### src/rtl/adcb_pkg.sv
package adcb_pkg;
  typedef enum logic [1:0] {
    FMT_OFF  = 2'd0,
    FMT_WORD = 2'd1,
    FMT_HI   = 2'd2,
    FMT_LO   = 2'd3
  } fmt_e;
endpackage

### src/rtl/adcb_start.sv
module adcb_start (
  input  logic clk_i,
  input  logic rst_ni,
  input  logic act_i,
  input  logic rdcv_i,
  input  logic addr_i,
  input  logic busy_i,
  output logic start_o,
  output logic short_o,
  output logic pend_o
);
  logic act_q, rc_q, pend_q, short_q;

  // start on rise of active with convert, or convert edge while active
  assign start_o = act_i & ~rdcv_i & ~busy_i & ~pend_q & (~act_q | rc_q);

  always_ff @(posedge clk_i or negedge rst_ni) begin
    if (!rst_ni) begin
      act_q   <= 1'b0;
      rc_q    <= 1'b0;
      pend_q  <= 1'b0;
      short_q <= 1'b0;
    end else begin
      act_q <= act_i;
      rc_q  <= rdcv_i;
      if (start_o) begin
        pend_q  <= 1'b1;
        short_q <= addr_i;
      end else if (busy_i) begin
        pend_q <= 1'b0;
      end
    end
  end

  assign short_o = short_q;
  assign pend_o  = pend_q;

  AST_START_SINGLE: assert property (@(posedge clk_i) disable iff (!rst_ni)
    start_o |=> !start_o);
  AST_SHORT_LATCH: assert property (@(posedge clk_i) disable iff (!rst_ni)
    start_o |=> (short_o == $past(addr_i)));
  AST_NO_RESTART: assert property (@(posedge clk_i) disable iff (!rst_ni)
    (pend_o && !busy_i) |-> !start_o);
endmodule

### src/rtl/adcb_fmt.sv
module adcb_fmt
  import adcb_pkg::*;
#(
  parameter int RES_W = 12,
  parameter int HI_W  = 8
) (
  input  logic             clk_i,
  input  logic             rst_ni,
  input  fmt_e             fmt_i,
  input  logic [RES_W-1:0] result_i,
  output logic [RES_W-1:0] data_o,
  output logic             oe_hi_o,
  output logic             oe_lo_o
);
  localparam int LO_W = RES_W - HI_W;

  if (LO_W < 1 || LO_W > HI_W) begin : g_bad
    initial $error("adcb_fmt: lower group must fit inside upper group");
  end

  always_comb begin
    data_o  = '0;
    oe_hi_o = 1'b0;
    oe_lo_o = 1'b0;
    unique case (fmt_i)
      FMT_WORD: begin
        data_o  = result_i;
        oe_hi_o = 1'b1;
        oe_lo_o = 1'b1;
      end
      FMT_HI: begin
        data_o[RES_W-1:LO_W] = result_i[RES_W-1:LO_W];
        oe_hi_o = 1'b1;
      end
      FMT_LO: begin
        data_o[RES_W-1 -: LO_W] = result_i[LO_W-1:0];
        oe_hi_o = 1'b1;
      end
      default: ;
    endcase
  end

  AST_LO_NEEDS_HI: assert property (@(posedge clk_i) disable iff (!rst_ni)
    oe_lo_o |-> oe_hi_o);
  AST_LO_GROUP_QUIET: assert property (@(posedge clk_i) disable iff (!rst_ni)
    !oe_lo_o |-> (data_o[LO_W-1:0] == '0));
  AST_HI_GROUP_QUIET: assert property (@(posedge clk_i) disable iff (!rst_ni)
    !oe_hi_o |-> (data_o == '0));
endmodule

### src/rtl/adcb_top.sv
module adcb_top
  import adcb_pkg::*;
#(
  parameter int RES_W = 12,
  parameter int HI_W  = 8
) (
  input  logic             clk_i,
  input  logic             rst_ni,
  input  logic             cen_i,
  input  logic             csel_ni,
  input  logic             rdcv_i,
  input  logic             addr_i,
  input  logic             wide_i,
  input  logic             busy_i,
  input  logic [RES_W-1:0] result_i,
  output logic             start_o,
  output logic             short_o,
  output logic [RES_W-1:0] data_o,
  output logic             oe_hi_o,
  output logic             oe_lo_o
);
  logic act, pend, rd;
  fmt_e fmt;

  assign act = cen_i & ~csel_ni;

  adcb_start u_start (
    .clk_i   (clk_i),
    .rst_ni  (rst_ni),
    .act_i   (act),
    .rdcv_i  (rdcv_i),
    .addr_i  (addr_i),
    .busy_i  (busy_i),
    .start_o (start_o),
    .short_o (short_o),
    .pend_o  (pend)
  );

  assign rd  = act & rdcv_i & ~busy_i & ~pend;
  assign fmt = !rd    ? FMT_OFF  :
               wide_i ? FMT_WORD :
               addr_i ? FMT_LO   : FMT_HI;

  adcb_fmt #(.RES_W(RES_W), .HI_W(HI_W)) u_fmt (
    .clk_i    (clk_i),
    .rst_ni   (rst_ni),
    .fmt_i    (fmt),
    .result_i (result_i),
    .data_o   (data_o),
    .oe_hi_o  (oe_hi_o),
    .oe_lo_o  (oe_lo_o)
  );

  AST_IDLE_WHEN_OFF: assert property (@(posedge clk_i) disable iff (!rst_ni)
    !(cen_i && !csel_ni) |-> !(start_o || oe_hi_o || oe_lo_o));
  AST_BUSY_QUIET: assert property (@(posedge clk_i) disable iff (!rst_ni)
    busy_i |-> !(start_o || oe_hi_o || oe_lo_o));
  AST_START_NOT_READ: assert property (@(posedge clk_i) disable iff (!rst_ni)
    start_o |-> !oe_hi_o);
endmodule

### config.mk
export PLATFORM = sky130hd
export DESIGN_NAME = adcb_top
export DESIGN_NICKNAME = d
export VERILOG_FILES = /design/src/rtl/adcb_pkg.sv /design/src/rtl/adcb_start.sv /design/src/rtl/adcb_fmt.sv /design/src/rtl/adcb_top.sv
export SDC_FILE = /design/constraint.sdc
export NUM_CORES = 1
export LEC_CHECK = 0
export BUFFER_PORTS_ARGS = -buffer_cell sky130_fd_sc_hd__clkbuf_2
export CAP_MARGIN = 10
export CORE_AREA = 2 2 39 41
export DETAILED_ROUTE_END_ITERATION = 8
export DIE_AREA = 0 0 41 43
export HOLD_SLACK_MARGIN = 0.05
export SYNTH_ARGS = -nofsm -noshare
export SYNTH_HDL_FRONTEND = slang
export SYNTH_SLANG_ARGS = --single-unit
### constraint.sdc
create_clock -name clk_i -period 2.7 [get_ports clk_i]
set_input_delay 0.405 -clock clk_i [delete_from_list [all_inputs] [get_ports clk_i]]
set_output_delay 0.405 -clock clk_i [all_outputs]
set_load 0.05 [all_outputs]
==> results.md <==
* Crit path capture type: primary output
* Final GP Congestion at 0.7475
* Synth warn at 0
* Flops & latches, synth at 4
* Seq/Total Area, Yosys at 29.41%
* Asr flop ratio synth at 100.0%
* Fmax at 393.6 MHz
* Ys flop type: dfrtp_1
* Clk slew on worst S/H paths at 0.04 ns
* Skew final at 0.004121 ns
* Cell Rows at 14
* Chip width at 41 um
* Worst r2r path cells at 3
* Syn_area_per_cell at 8.726 um^2
* I/O Buffers at 35
* TritonCTS Sinks at 4
* DRC viols at 0
* First-pass GRT wire length at 1393 um
* Post-synth EDFFs at 0
* CTS tree: yes
* Antenna violations before repair at 0
* Core Box Area at 1384 um^2
* Post-synth cell types at 14
* Tot Pwr at 213.5 uW
* Crit Path Max Fanout at 5
* Initial DRC Count at 2
* Global Route Usage Sum at 11.95%
* DR vias at 394
* NumNets Final at 103
* Routed wire length at 888 um
* Largest net degree at the start of global routing at 6
* R2r setup slk at 1.54 ns
* Bufs on Longest Clock Path at 2
* Routed len/inst at 9.447 um
* Pins over their slew limit at 0
* Total congestion overflow at 0
* Relative slew margins at 81.41%
* CTS Buf Count at 3
* Diodes inserted at 0
* Syn_nets at 62
* Startpoint Class: register
* Clock insertion delay at the later pin of the skew report at 0.23 ns
* Fillers at 148
* Final Hold Fails at 0
* Max VDD drop at 0.1175 mV
* Dpl ws at 0.2633 ns
* Status: finished, final reports clean
* H-tree depth at 1
* Detail Route Antenna Nets at 0
* Vias in the first global route at 382
* RR Startpoint: u_start.pend_o$_DFFE_PN0P_
* Final setup viols at 0
* Die area at 1763 um^2
* Worst Hold Class: in -> reg
* R2R Path End: u_start.short_o$_DFFE_PN0P_
* Crit path launch: u_start.pend_o$_DFFE_PN0P_
* Final std cells w/o fill at 94
* CP required at 2.30 ns
* Via density at 4.191
* CP endpoint: data_o[11]
* CTS Root Buffer Type: clkbuf_4
* Pwr dens at 374.2 nW/um^2
* Overall die height at 43 um
* HP Start: rdcv_i
* Layout area overhead at 67.65%
* DP Area at 535.5 um^2
* Pre-Repair DR Iteration Count at 2
* Final Cell Area at 570.5 um^2
* Setup ws final at 0.1596 ns
* Layout cells sized above 1 at 56.41%
* Tcrit/Tclk final at 94.09%
* WP data arrival at 2.14 ns
* Tmin final at 2.540 ns
* Synthesized area at 340.3 um^2
* Detailed Place HPWL at 775 um
* Worst slew pin tran at 0.2801 ns
* Initial Utilization at 24.59%
* WS Path Type: reg -> out
* Synth Instances at 39
* Max-cap violations at 0
* Leakage at 0.0003343 uW
* IO Pins at 36
* Placed Cells at 90
## worst max-delay path, stage by stage, from the launching register on
cell and delay (ns):
dfrtp_1 0.37, nor2_1 0.13, nand3_1 0.15, or2_2 0.32, ha_1 0.34, inv_1 0.14
a22oi_1 0.08, nor2_1 0.10, clkbuf_2 0.28
## layout by cell type, fill, tap and decap left out, drive strengths merged
cell type,n
a22oi,4
a31oi,1
and2,4
and4,1
buf,1
clkbuf,37
dfrtp,4
dlygate4sd3,1
ha,3
inv,3
mux2,1
nand2b,1
nand3,1
nor2,9
nor2b,5
or2,2
## Yosys cell counts (2+ instances only)
library cell	n	area share (%)
a22oi_1	4	8.8
and2_1	4	7.4
dfrtp_1	4	29
ha_1	3	11
inv_1	3	3.3
nor2_1	9	9.9
nor2b_1	4	7.4
or2_2	2	3.7
## routing by layer
layer / routed length, um / vias to the layer above / track usage (%)
li1: - / 209 / -
met1: 345 / 180 / 11.90
met2: 531 / 5 / 19.06
met3: 11 / 0 / 1.571
met4: 0 / 0 / 12.00
met5: 0 / - / 0
## cells by family (layout without fill, tap and decap cells)
family	Yosys count	after routing	share of synthesized area [%]
and+or+nand+nor	23	23	41.17
AOI/OAI and AO/OA	5	5	10.66
muxes	1	1	4.410
adders and majority gates	3	3	11.03
buffers and inverters	3	42	3.309
DFF	4	4	29.41
## power by group
| group | total, uW | switching [uW] | leakage, uW | internal [uW] |
|---|---|---|---|---|
| sequential | 69.7 | 3.27 | 0.0000502 | 66.4 |
| combinational | 72.2 | 44.1 | 0.000270 | 28.1 |
| clock | 71.7 | 22.1 | 0.0000138 | 49.5 |
| total | 214 | 69.5 | 0.000334 | 144 |
## metrics by stage
stage | TNS, ns | utilization, % | hold slack, ns
6_report | 0 | 41.23 | 0.3100
5_1_grt | -0.001686 | 41.23 | 0.3113
4_1_cts | 0 | 41.05 | 0.3035
3_5_place_dp | 0 | 38.70 | 0.2129
3_3_place_gp | 0 | 38.70 | 0.2146
2_1_floorplan | 0 | - | 0.1094
## state kept, by name (all words and copies together), names as in the netlist
signal	count
u_start.short_o	1
u_start.pend_o	1
u_start.rc_q	1
u_start.act_q	1
## final cells by class
class                      count  area (um^2)  area share [%]
timing repair buffer          36        187.7           32.89
inverter                       3        11.26           1.974
multi-input combinational     32        229.0           40.13
tap                           16        20.02           3.509
clock buffer                   3        22.52           3.947
sequential                     4        100.1           17.54
## worst min path at each step
stage | endpoint | depth (start not counted)
2_1_floorplan | u_start.act_q$_DFF_PN0_ | 0
3_3_place_gp | u_start.short_o$_DFFE_PN0P_ | 1
3_5_place_dp | u_start.short_o$_DFFE_PN0P_ | 1
4_1_cts | u_start.rc_q$_DFF_PN0_ | 1
5_1_grt | u_start.rc_q$_DFF_PN0_ | 1
6_report | u_start.rc_q$_DFF_PN0_ | 1
## repair_timing
| action | CTS | global route |
|---|---|---|
| gates resized for setup | 0 | 3 |
| endpoints found under the hold margin | 4 | 0 |
| endpoints found under the setup margin | 0 | 2 |
| hold buffers | 1 | 0 |
| setup buffers | 0 | 0 |
(Power assumes the default switching activity.)
